### src/rtl/prd_walker_pkg.sv
package prd_walker_pkg;

    typedef enum logic [2:0] {
        W_IDLE,
        W_EVAL,
        W_FETCH,
        W_MOVE,
        W_DONE,
        W_EXHAUST
    } walk_state_e;

    localparam int DESC_BYTES  = 8;
    localparam int RGN_LEN_W   = 17;
    localparam int ADDR_W      = 32;

endpackage

### src/rtl/prd_desc_unpack.sv
module prd_desc_unpack
    import prd_walker_pkg::*;
(
    input  logic [63:0]          raw,
    output logic [ADDR_W-1:0]    rgn_addr,
    output logic [RGN_LEN_W-1:0] rgn_len,
    output logic                 rgn_last
);
    logic [15:0] masked_len;
    logic        unused_bits;

    always_comb begin
        rgn_addr   = raw[31:0];
        masked_len = {raw[47:33], 1'b0};
        rgn_len    = (masked_len == 16'd0) ? RGN_LEN_W'(17'h10000)
                                           : {1'b0, masked_len};
        rgn_last   = raw[63];
    end

    assign unused_bits = ^{raw[62:48], raw[32]};

endmodule

### src/rtl/prd_burst_size.sv
module prd_burst_size
    import prd_walker_pkg::*;
#(
    parameter int CNT_W     = 20,
    parameter int MAX_BURST = 256,
    parameter int LEN_W     = $clog2(MAX_BURST) + 1
) (
    input  logic [CNT_W-1:0]     buf_left,
    input  logic [RGN_LEN_W-1:0] rgn_left,
    output logic [LEN_W-1:0]     burst
);
    logic [31:0] a_w, b_w, m_w, ab_w;

    always_comb begin
        a_w   = 32'(buf_left);
        b_w   = 32'(rgn_left);
        m_w   = 32'(MAX_BURST);
        ab_w  = (a_w < b_w) ? a_w : b_w;
        burst = LEN_W'((ab_w < m_w) ? ab_w : m_w);
    end

endmodule

### src/rtl/prd_table_ptr.sv
module prd_table_ptr
    import prd_walker_pkg::*;
#(
    parameter int TABLE_LIMIT = 4096
) (
    input  logic              clk,
    input  logic              rst_n,
    input  logic              reload,
    input  logic              advance,
    input  logic [ADDR_W-1:0] base,
    output logic [ADDR_W-1:0] fetch_addr,
    output logic              at_limit
);
    localparam int OFF_W = $clog2(TABLE_LIMIT) + 1;

    logic [ADDR_W-1:0] base_q;
    logic [OFF_W-1:0]  off_q;

    always_ff @(posedge clk or negedge rst_n) begin
        if (!rst_n) begin
            base_q <= '0;
            off_q  <= '0;
        end else if (reload) begin
            base_q <= base;
            off_q  <= '0;
        end else if (advance) begin
            off_q  <= off_q + OFF_W'(DESC_BYTES);
        end
    end

    assign fetch_addr = base_q + ADDR_W'(off_q);
    assign at_limit   = (32'(off_q) >= 32'(TABLE_LIMIT));


    page_limit_chk: assert property (@(posedge clk) disable iff (!rst_n)
        (advance && !reload) |-> !at_limit);

endmodule

### src/rtl/prd_walker.sv
module prd_walker
    import prd_walker_pkg::*;
#(
    parameter int CNT_W       = 20,
    parameter int MAX_BURST   = 256,
    parameter int TABLE_LIMIT = 4096,
    parameter int LEN_W       = $clog2(MAX_BURST) + 1
) (
    input  logic              clk,
    input  logic              rst_n,
    input  logic              start,
    input  logic              to_host,
    input  logic [31:0]       table_base,
    input  logic [CNT_W-1:0]  byte_count,
    output logic              desc_req,
    output logic [31:0]       desc_addr,
    input  logic              desc_ack,
    input  logic [63:0]       desc_rdata,
    output logic              xfer_req,
    output logic              xfer_write,
    output logic [31:0]       xfer_addr,
    output logic [LEN_W-1:0]  xfer_len,
    input  logic              xfer_ack,
    output logic              done,
    output logic              exhausted
);
    walk_state_e state_q, state_d;

    logic [CNT_W-1:0]     buf_left_q;
    logic [ADDR_W-1:0]    rgn_addr_q;
    logic [RGN_LEN_W-1:0] rgn_left_q;
    logic                 rgn_last_q;
    logic                 dir_q;

    logic [ADDR_W-1:0]    new_addr;
    logic [RGN_LEN_W-1:0] new_len;
    logic                 new_last;
    logic [LEN_W-1:0]     burst;
    logic                 at_limit;
    logic                 fetch_taken;
    logic                 move_taken;

    prd_desc_unpack u_unpack (
        .raw      (desc_rdata),
        .rgn_addr (new_addr),
        .rgn_len  (new_len),
        .rgn_last (new_last)
    );

    prd_burst_size #(
        .CNT_W     (CNT_W),
        .MAX_BURST (MAX_BURST),
        .LEN_W     (LEN_W)
    ) u_size (
        .buf_left (buf_left_q),
        .rgn_left (rgn_left_q),
        .burst    (burst)
    );

    assign fetch_taken = (state_q == W_FETCH) && desc_ack && !start;
    assign move_taken  = (state_q == W_MOVE)  && xfer_ack && !start;

    prd_table_ptr #(
        .TABLE_LIMIT (TABLE_LIMIT)
    ) u_ptr (
        .clk        (clk),
        .rst_n      (rst_n),
        .reload     (start),
        .advance    (fetch_taken),
        .base       (table_base),
        .fetch_addr (desc_addr),
        .at_limit   (at_limit)
    );

    // state register
    always_ff @(posedge clk or negedge rst_n) begin
        if (!rst_n) state_q <= W_IDLE;
        else        state_q <= state_d;
    end

    // next state
    always_comb begin
        state_d = state_q;
        unique case (state_q)
            W_IDLE:    state_d = W_IDLE;
            W_EVAL: begin
                if (buf_left_q == '0)                    state_d = W_DONE;
                else if (rgn_left_q == '0) begin
                    if (rgn_last_q || at_limit)          state_d = W_EXHAUST;
                    else                                 state_d = W_FETCH;
                end else                                 state_d = W_MOVE;
            end
            W_FETCH:   if (desc_ack) state_d = W_EVAL;
            W_MOVE:    if (xfer_ack) state_d = W_EVAL;
            W_DONE:    state_d = W_DONE;
            W_EXHAUST: state_d = W_EXHAUST;
            default:   state_d = W_IDLE;
        endcase
        if (start) state_d = W_EVAL;
    end

    // walker data path
    always_ff @(posedge clk or negedge rst_n) begin
        if (!rst_n) begin
            buf_left_q <= '0;
            rgn_addr_q <= '0;
            rgn_left_q <= '0;
            rgn_last_q <= 1'b0;
            dir_q      <= 1'b0;
        end else if (start) begin
            buf_left_q <= byte_count;
            rgn_addr_q <= '0;
            rgn_left_q <= '0;
            rgn_last_q <= 1'b0;
            dir_q      <= to_host;
        end else if (fetch_taken) begin
            rgn_addr_q <= new_addr;
            rgn_left_q <= new_len;
            rgn_last_q <= new_last;
        end else if (move_taken) begin
            rgn_addr_q <= rgn_addr_q + ADDR_W'(burst);
            rgn_left_q <= rgn_left_q - RGN_LEN_W'(burst);
            buf_left_q <= buf_left_q - CNT_W'(burst);
        end
    end

    // outputs
    always_comb begin
        desc_req   = (state_q == W_FETCH);
        xfer_req   = (state_q == W_MOVE);
        xfer_write = dir_q;
        xfer_addr  = rgn_addr_q;
        xfer_len   = burst;
        done       = (state_q == W_DONE);
        exhausted  = (state_q == W_EXHAUST);
    end


    burst_bound_chk: assert property (@(posedge clk) disable iff (!rst_n)
        xfer_req |-> (xfer_len != '0 && 32'(xfer_len) <= MAX_BURST
                      && CNT_W'(xfer_len) <= buf_left_q));


    xfer_hold_chk: assert property (@(posedge clk) disable iff (!rst_n)
        (xfer_req && !xfer_ack && !start) |=>
            (xfer_req && $stable(xfer_addr) && $stable(xfer_len)));


    desc_hold_chk: assert property (@(posedge clk) disable iff (!rst_n)
        (desc_req && !desc_ack && !start) |=> (desc_req && $stable(desc_addr)));


    restart_clear_chk: assert property (@(posedge clk) disable iff (!rst_n)
        start |=> (!done && !exhausted && !desc_req && !xfer_req));


    done_sticky_chk: assert property (@(posedge clk) disable iff (!rst_n)
        (done && !start) |=> done);

endmodule

### config.mk
export PLATFORM = sky130hd
export DESIGN_NAME = prd_walker
export DESIGN_NICKNAME = d
export VERILOG_FILES = /design/src/rtl/prd_walker_pkg.sv /design/src/rtl/prd_desc_unpack.sv /design/src/rtl/prd_burst_size.sv /design/src/rtl/prd_table_ptr.sv /design/src/rtl/prd_walker.sv
export SDC_FILE = /design/constraint.sdc
export NUM_CORES = 1
export LEC_CHECK = 0
export ABC_AREA = 1
export BUFFER_PORTS_ARGS = -buffer_cell sky130_fd_sc_hd__buf_2
export CAP_MARGIN = 20
export CORE_MARGIN = 4
export CORE_UTILIZATION = 45
export DETAILED_ROUTE_END_ITERATION = 10
export PLACE_DENSITY = 0.68
export SLEW_MARGIN = 20
export SYNTH_ARGS = -nofsm -noshare
export SYNTH_HDL_FRONTEND = slang
export SYNTH_SLANG_ARGS = --single-unit
### constraint.sdc
create_clock -name clk -period 5.5 [get_ports clk]
set_input_delay 0.275 -clock clk [delete_from_list [all_inputs] [get_ports clk]]
set_output_delay 0.275 -clock clk [all_outputs]
set_load 0.02 [all_outputs]
==> flow_summary.ini, run 1 <==
[critical_path]
reg2reg_slack_ns = 1.43
ff2ff_path_depth = 21
end_kind = flip-flop
crit_arrival_ns = 4.42
critical_path.slowest_cell = fa_1
timing.rr.end = xfer_addr[20]
path_common_cell = nand2_1
reg2reg_from = rgn_left_q[15]
crit_chain = inv_1 > ha_1 > a21oi_1 > o21ai_0 > a21oi_4 > nand3_4 > o21ai_4 > nand2_4 > nor2_2 > ha_1 > inv_1 > fa_1 > inv_1 > nand2_1 > nand3_1 > nand2_1 > nand2_1 > nand2_1 > o21ai_0 > nand2_1 > nand2_1
start_kind = flip-flop
worst-path-max-fanout = 11
crit_type = flip-flop to flip-flop
cp.required_ns = 5.85
critPathMaxStageDelay_ns = 0.41

[route]
via_count = 9902
finalWirelength_um = 29000
drc = 0
first_pass_iters = 5
wl_per_cell_um = 15.4
dr.first_iter.drc_count = 740
ant_nets = 0
viasPerCell = 5.26

[synth]
ys_seq_area_frac = 0.306
synth_top_family_by_area = simple AND/OR/NAND/NOR gates
ys_async_sr_fraction = 1.00
synthAdderAreaFrac = 0.0774
ys_top_cells_by_area = dfrtp_1 (31%), nand2_1 (17%), ha_1 (7.1%)
post-synth-top-count-cell = nand2_1
synth_common_cells = nand2_1 (422), nor2_1 (160), inv_1 (151)
ys_types = 51
synth_cells = 1432
syn_area_um2 = 9500
ys_warn_count = 0
synth_compound_area_frac = 0.136
post-synth-top-area-cell = dfrtp_1
synth_edf_count = 0
synth-xor-area-share = 0.0295
synthSimpleGateAreaFrac = 0.366
avgSynthCellArea_um2 = 6.63
syn-num-nets = 1611
synthFlopType = dfrtp_1
ys_seq_elements = 116
synth_top_area_share = 0.306
synth_mux_area_frac = 0

[power]
vdd_ir_drop_max_mv = 0.239
pwr-share-comb = 0.497
pwr-share-seq = 0.278
p_sw_w = 0.00236
cellPowerDensity_nw_per_um2 = 442
p_leak_nw = 5.77
intPower_w = 0.00258
swShare = 0.478
finalPower_w = 0.00494
pwr-share-clk = 0.226

[cts]
clkSinkCount = 116
cts_buffer_depth = 2
cts_buffers = 17
htree_num_levels = 4
cts_setup_buffers = 0
cts-root-buf = clkbuf_16
clkLatencyLatePin_ns = 0.42
clk_pin_slew_worst_paths_ns = 0.06
cts_tree = built

[floorplan]
die_y_um = 153
fp.dieW_um = 153
initial_core_util = 0.464
dieArea_um2 = 23500
core-area_um2 = 20500
ioPinCount = 200
rows = 52

[worst_hold_path]
min_path_cells = 3
min_to = u_ptr.base_q[14]
hold_start = table_base[14]
hold_path.class = input port to flip-flop

[sta]
worstMarginPinSlew_ns = 0.928
slew_viol_final = 0
final_hold_viol_count = 0
max_freq_mhz = 246
rsz0062_at_grt = false
finalCriticalPeriod_ns = 4.07
setup_viol = 0
relSlewSlack = 0.380
hold_ws_ns = 0.0492
tns_ns = 0
finalCritPeriodShare = 0.739
fin_skew_ns = 0.0108

[cells_and_area]
area_growth_pct = 17.5
nNetsFinal = 1780
final_cells = 1883
drive_above_1_share = 0.160
antenna_cells = 0

[global_route]
grt_max_degree = 61
grt_pass1_vias = 9479
grt_overflow = 0
grt_pass1_wl_um = 47800
track_usage = 0.246
antenna_found_initial = 3

[run]
cap_viol_max_count = 0

[placed_design]
gp_congestion = 0.921
dp.cells = 1851
port_buffers = 183
dp_hpwl_um = 21600

[outcome]
run_status = finished clean
-- layer usage --
metal,wire length [um],global-route usage,share of wire
met1,13400,0.336,0.46
met2,13100,0.398,0.45
met3,2010,0.0532,0.069
met4,418,0.0624,0.014
met5,46,0,0.0016
-- how the worst max path moves through the flow --
stage / end / start / cells past startpoint / slack, ns
6_report: xfer_addr[20] / rgn_left_q[15] / 21 / 1.43
5_1_grt: xfer_addr[20] / rgn_left_q[15] / 21 / 1.04
4_1_cts: xfer_addr[20] / rgn_left_q[15] / 21 / 1.49
3_5_place_dp: xfer_addr[20] / rgn_left_q[15] / 21 / 1.51
3_3_place_gp: xfer_addr[20] / rgn_left_q[15] / 21 / 1.59
2_1_floorplan: xfer_addr[20] / buf_left_q[15] / 19 / 2.00
-- kinds of logic after synthesis --
family / count (synthesis)
buf+inv: 195
fa+ha+maj: 57
xor+xnor: 32
compound gates: 235
simple gates: 797
flops: 116
-- critical path: cells and delay by family (launching register included) --
| family | cells | cell delay [ns] |
|---|---|---|
| DFF | 1 | 0.40 |
| buffers and inverters | 3 | 0.30 |
| adders and majority gates | 3 | 0.91 |
| AOI/OAI and AO/OA | 5 | 0.93 |
| and+or+nand+nor | 10 | 1.45 |
-- stage by stage --
| stage | util | setup WS, ns | area (um2) |
|---|---|---|---|
| after floorplan | - | 2.00 | 9500 |
| after global placement | 0.516 | 1.59 | 10600 |
| after detailed placement | 0.516 | 1.51 | 10600 |
| after CTS | 0.545 | 1.49 | 11200 |
| after global routing | 0.545 | 1.04 | 11200 |
| final | 0.545 | 1.43 | 11200 |
-- state kept, by name, summed over array words and instances (netlist names) --
register / flops
rgn_last_q: 1
rgn_left_q: 17
u_ptr.off_q: 10
state_q: 3
xfer_addr: 32
xfer_write: 1
buf_left_q: 20
u_ptr.base_q: 32
-- power groups by stage --
| stage | registers [W] | logic, W | clock network, W |
|---|---|---|---|
| after floorplan | 0.00140 | 0.00172 | 0 |
| after global placement | 0.00137 | 0.00238 | 0 |
| after detailed placement | 0.00138 | 0.00243 | 0 |
| after CTS | 0.00136 | 0.00244 | 0.00114 |
| after global routing | 0.00141 | 0.00280 | 0.00118 |
| final | 0.00137 | 0.00245 | 0.00111 |
-- layout by cell type, fill, tap and decap left out, drive strengths merged, types with 5 or more instances in the layout --
master	n
buf	186
nor3	24
o22ai	5
nor4	10
dfrtp	116
xor2	26
o21ai	87
clkbuf	17
or2	5
a31oi	5
a21oi	111
nand4	43
nor2	169
a22oi	10
nand3b	11
nand3	99
inv	161
clkinv	7
nand2	432
xnor2	6
ha	54
-- area by class of cell --
cell class / count / area (um2)
Clock buffer: 17 / 425
Clock inverter: 14 / 155
Fill cell: 2043 / 9330
Inverter: 158 / 599
Multi-Input combinational cell: 1121 / 5790
Sequential cell: 116 / 2900
Tap cell: 270 / 338
Timing Repair Buffer: 187 / 951
-- repair_timing --
action	4_1_cts	5_1_grt
resized for setup	0	0
endpoints found under the hold margin	56	0
hold buffers	1	0
(Power assumes the default switching activity.)
==> run 2: changes to the inputs <==
- ABC_AREA: 1 -> 0
- PLACE_DENSITY: 0.68 -> 0.72
- clock period: 5.5 -> 3.5 ns (I/O delays scaled with it)
==> run 2 against run 1 <==
Largest power group unchanged. Register-to-register slack lost 1.9 ns. Synthesized cell count shrank 36%. Maximum frequency grew 2.5%. Clock skew is essentially flat. The run now ends with setup timing left. Largest cell class unchanged.
==> flow_summary.ini, run 2 <==
[outcome]
run_status = complete, but fails checks
violations = setup timing

[synth]
ys_async_sr_fraction = 1.00
ys_seq_elements = 116
synth_top_area_share = 0.354
post-synth-top-count-cell = dfrtp_1
ys_top_cells_by_area = dfrtp_1 (35%), ha_1 (8.2%), mux2_2 (4.5%)
synth_cells = 910
synth_common_cells = dfrtp_1 (116), nor2_1 (74), nand2_1 (68)
syn_area_um2 = 8210
post-synth-top-area-cell = dfrtp_1
synth_edf_count = 0
ys_warn_count = 0
ys_seq_area_frac = 0.354
syn-num-nets = 1089
avgSynthCellArea_um2 = 9.02
ys_types = 75
synthFlopType = dfrtp_1

[worst_hold_path]
min_path_cells = 3
min_to = buf_left_q[13]
hold_start = byte_count[13]
hold_path.class = input port to flip-flop

[route]
first_pass_iters = 5
finalWirelength_um = 28000
wl_per_cell_um = 18.3
via_count = 8723
drc = 0
ant_nets = 0
dr.first_iter.drc_count = 546
viasPerCell = 5.68

[sta]
rsz0062_at_grt = true
setup_viol = 54
max_freq_mhz = 252
worstMarginPinSlew_ns = 0.917
finalCriticalPeriod_ns = 3.97
final_hold_viol_count = 0
fin_ws_ns = -0.468
finalCritPeriodShare = 1.13
slew_viol_final = 0
relSlewSlack = 0.386
fin_skew_ns = 0.0105
tns_ns = -15.81

[cts]
htree_num_levels = 4
cts_buffer_depth = 2
cts-root-buf = clkbuf_16
cts_tree = built
clkSinkCount = 116
clk_pin_slew_worst_paths_ns = 0.06
cts_buffers = 17
clkLatencyLatePin_ns = 0.42

[critical_path]
timing.rr.end = rgn_left_q[12]
end_kind = flip-flop
start_kind = flip-flop
crit_type = flip-flop to flip-flop
ff2ff_path_depth = 16
cp.required_ns = 3.77
crit_arrival_ns = 4.24
reg2reg_slack_ns = -0.47
worst-path-max-fanout = 4
reg2reg_from = buf_left_q[14]

[placed_design]
dp_hpwl_um = 18900
port_buffers = 183
gp_congestion = 0.924

[cells_and_area]
layout_common_cells = buf_2 (181), buf_4 (154), dfrtp_1 (116)
fin_util = 0.698
final_common_cell = buf_2
nNetsFinal = 1470
drive_above_1_share = 0.416
multi_input_area_um2 = 5810
fillerInstances = 1313
regArea_um2 = 2900
area_growth_pct = 52.7

[global_route]
grt.met3_usage = 0.0499
track_usage = 0.263
grt_max_degree = 68
antenna_found_initial = 3
use_met1 = 0.334
grt_overflow = 0
grt-busiest-layer = met2
grt_pass1_vias = 8671
grt_pass1_wl_um = 43100
met2_usage = 0.445

[floorplan]
rows = 49
die_y_um = 143
dieArea_um2 = 20500
initial_core_util = 0.457
core-area_um2 = 18000
fp.dieW_um = 143
ioPinCount = 200

[run]
cap_viol_max_count = 0

[power]
pwr-share-comb = 0.527
finalPower_w = 0.00710
cellPowerDensity_nw_per_um2 = 567
pwr-share-clk = 0.241
vdd_ir_drop_max_mv = 0.499
p_leak_nw = 5.53
p_sw_w = 0.00274
intPower_w = 0.00436
swShare = 0.386
pwr-share-seq = 0.233
run 2: power groups by stage:
stage	sequential, W	clock [W]	combinational, W
floorplan	0.00171	0	0.00170
global placement	0.00166	0	0.00299
detailed placement	0.00166	0	0.00303
CTS	0.00164	0.00173	0.00338
global route	0.00167	0.00178	0.00404
finish	0.00165	0.00171	0.00374
run 2: area by class of cell:
type / count / share of cell area
clock inverters: 12 / 0.0107
multi-input cells: 717 / 0.463
inverters: 34 / 0.0102
clock buffers: 19 / 0.0345
flip-flops and latches: 116 / 0.232
repair buffers: 405 / 0.226
well taps: 229 / 0.0229
diodes: 3 / 0.000599
run 2: routing by layer:
| layer | vias up | part of all wire |
|---|---|---|
| met5 | - | 0 |
| met3 | 56 | 0.058 |
| met2 | 311 | 0.50 |
| met4 | 0 | 0.027 |
| li1 | 4140 | - |
| met1 | 4216 | 0.41 |
run 2: cells by family after synthesis:
| family | count (synthesis) | synth area share |
|---|---|---|
| mux | 38 | 0.0514 |
| simple gates | 291 | 0.179 |
| compound gates | 260 | 0.212 |
| flops | 116 | 0.354 |
| xor+xnor | 71 | 0.0758 |
| fa+ha+maj | 57 | 0.0897 |
| buf+inv | 77 | 0.0378 |
run 2: what timing repair did:
action | 4_1_cts | 5_1_grt
buffers inserted | 19 | 19
hold buffers | 50 | 0
pin swaps | 54 | 63
endpoints found under the setup margin | 54 | 62
hold endpoints to repair | 110 | 0
resized for setup | 69 | 68
run 2: worst max-delay path: stages, from the launching register on:
cell	delay, ns
dfrtp_1	0.41
buf_4	0.16
nor4_1	0.34
nand3b_1	0.19
nor2_1	0.20
and3b_1	0.21
a32o_2	0.23
buf_6	0.14
a22oi_2	0.08
buf_4	0.17
fa_2	0.37
a211oi_4	0.28
o2111a_1	0.27
o21ai_2	0.08
or4_4	0.43
xnor2_2	0.18
a21oi_1	0.08
run 2: worst max-delay path by stage:
stage | startpoint | endpoint | depth (start not counted)
floorplan | rgn_left_q[13] | xfer_addr[22] | 18
global placement | rgn_left_q[7] | xfer_addr[31] | 17
detailed placement | rgn_left_q[7] | xfer_addr[31] | 17
CTS | buf_left_q[6] | xfer_addr[9] | 18
global route | buf_left_q[14] | rgn_left_q[12] | 16
finish | buf_left_q[14] | rgn_left_q[12] | 16
run 2: per-stage QoR:
step / std cells / hold WS [ns] / area [um2] / worst slack [ns]
2_1_floorplan: 910 / -0.121 / 8400 / -0.388
3_3_place_gp: 1418 / 0.337 / 10500 / -0.320
3_5_place_dp: 1418 / 0.349 / 10500 / -0.393
4_1_cts: 1516 / 0.000354 / 12100 / -0.352
5_1_grt: 1535 / 0.0189 / 12500 / -0.624
6_report: 1535 / 0.0120 / 12500 / -0.468
==> run 3: changes to the inputs <==
- PLACE_DENSITY: 0.72 -> unset
- PLACE_DENSITY_LB_ADDON: unset -> 0.2
==> run 3 against run 2 <==
The flow still finishes with violations (setup timing). Count of clock-buffer cells in the layout decreased by 2. Clock skew decreased by 0.0015 ns. Sequential share of layout area about the same. Clock power about the same. Register-to-register slack improved by 0.03 ns. Critical endpoint is now rgn_left_q[9].
==> flow_summary.ini, run 3 (synthesis gave the netlist of run 2 again) <==
[route]
first_pass_iters = 5
viasPerCell = 5.60
finalWirelength_um = 27000
dr.first_iter.drc_count = 430
via_count = 8548
drc = 0
wl_per_cell_um = 17.7
ant_nets = 0

[cells_and_area]
nNetsFinal = 1463
drive_above_1_share = 0.426
final_cells = 1527
fillerInstances = 1358
final_common_cell = buf_2
layout_common_cells = buf_2 (181), buf_4 (150), dfrtp_1 (116)
area_growth_pct = 52.5

[placed_design]
place_ws_ns = -0.441
dp.cells = 1420
dp_hpwl_um = 18400
port_buffers = 183
gp_congestion = 0.936

[global_route]
grt_max_degree = 69
grt_overflow = 0
grt_pass1_vias = 8328
grt_pass1_wl_um = 42000
track_usage = 0.257
antenna_found_initial = 3

[critical_path]
cp.required_ns = 3.81
crit_type = flip-flop to flip-flop
start_kind = flip-flop
crit_arrival_ns = 4.24
worst-path-max-fanout = 5
end_kind = flip-flop

[sta]
max_freq_mhz = 254
rsz0062_at_grt = true
relSlewSlack = 0.467
finalCriticalPeriod_ns = 3.93
fin_ws_ns = -0.433
fin_skew_ns = 0.00902
worstMarginPinSlew_ns = 0.799
finalCritPeriodShare = 1.12
slew_viol_final = 0
tns_ns = -14.89
final_hold_viol_count = 0
setup_viol = 56

[cts]
cts_tree = built
clk_pin_slew_worst_paths_ns = 0.06
cts-root-buf = clkbuf_16
cts_buffer_depth = 2
clkLatencyLatePin_ns = 0.43
htree_num_levels = 4
cts_buffers = 17
clkSinkCount = 116

[floorplan]
die_y_um = 143
fp.dieW_um = 143
rows = 49
initial_core_util = 0.457
core-area_um2 = 18000
dieArea_um2 = 20500
ioPinCount = 200

[outcome]
run_status = complete, but fails checks
violations = setup timing

[worst_hold_path]
hold_path.class = input port to flip-flop

[power]
cellPowerDensity_nw_per_um2 = 567
vdd_ir_drop_max_mv = 0.466
p_leak_nw = 5.51

[run]
cap_viol_max_count = 0
## run 3: cell count changes in the layout (fill, tap and decap cells not counted), moves of 3 or more
cell,change
buf_4,-4
a21oi_2,+3
buf_6,+3
dlygate4sd3_1,-3
ha_1,-3
ha_4,+3
## run 3: per-layer routing
metal	share of wire	track usage	vias to the layer above	routed length [um]
met1	0.43	0.349	4060	11700
met4	0.026	0.0850	6	709
met3	0.065	0.0673	56	1750
met5	0.0017	0	-	46
met2	0.47	0.399	301	12800
li1	-	-	4125	-
## run 3: worst max-delay path, cell delays in order (launching register included)
cell and delay (ns):
dfrtp_1 0.39, inv_2 0.08, ha_4 0.20, and4_4 0.19, and2_4 0.13, a311oi_2 0.27
a21o_1 0.18, buf_6 0.10, o22ai_4 0.09, buf_4 0.17, a22oi_2 0.22, buf_4 0.16
ha_2 0.28, buf_4 0.15, o21a_1 0.10, o31a_1 0.16, a311o_2 0.44, o31ai_1 0.24
o2bb2a_1 0.25
## run 3: path summary, 6_finish.rpt
kind,from,endpoint,slack [ns],cells after the start
setup / recovery,rgn_left_q[7],rgn_left_q[9],-0.43,18
hold / removal,desc_rdata[63],rgn_last_q,0.006,3
setup reg to reg,rgn_left_q[7],rgn_left_q[9],-0.43,18
hold reg to reg,u_ptr.base_q[0],u_ptr.base_q[0],0.50,1
max in group asynchronous,rst_n,xfer_addr[27],2.35,3
min in group asynchronous,rst_n,u_ptr.base_q[24],0.34,2
## run 3: report_power, final
| group | switching, W | total [W] | internal, W |
|---|---|---|---|
| Clock | 0.000704 | 0.00168 | 0.000978 |
| Sequential | 0.000158 | 0.00166 | 0.00150 |
| Combinational | 0.00194 | 0.00375 | 0.00181 |
| Total | 0.00280 | 0.00709 | 0.00429 |
## run 3: layout make-up
cell class / instances / area, um2 / area share
antenna: 1 / 2.50 / 0.000200
clock buffer: 17 / 425 / 0.0340
clock inverter: 15 / 133 / 0.0106
inverter: 34 / 130 / 0.0104
multi-input combinational: 717 / 5880 / 0.470
sequential: 116 / 2900 / 0.232
tap: 229 / 287 / 0.0229
timing repair buffer: 398 / 2750 / 0.220
## run 3: what timing repair did
action,in CTS,in global routing
hold buffers,47,0
hold endpoints to repair,94,0
setup buffers,7,23
resized for setup,66,85
setup endpoints to repair,59,60
pin swaps,32,68
## run 3: metrics by stage
stage               hold WS (ns)  utilization  instance area [um2]  total power, W
finish                   0.00572        0.697                12500         0.00709
global route             0.00620        0.696                12500         0.00750
CTS                     0.000486        0.664                11900         0.00663
detailed placement         0.262        0.587                10500         0.00466
global placement           0.259        0.587                10500         0.00462
floorplan                 -0.121            -                 8400         0.00341
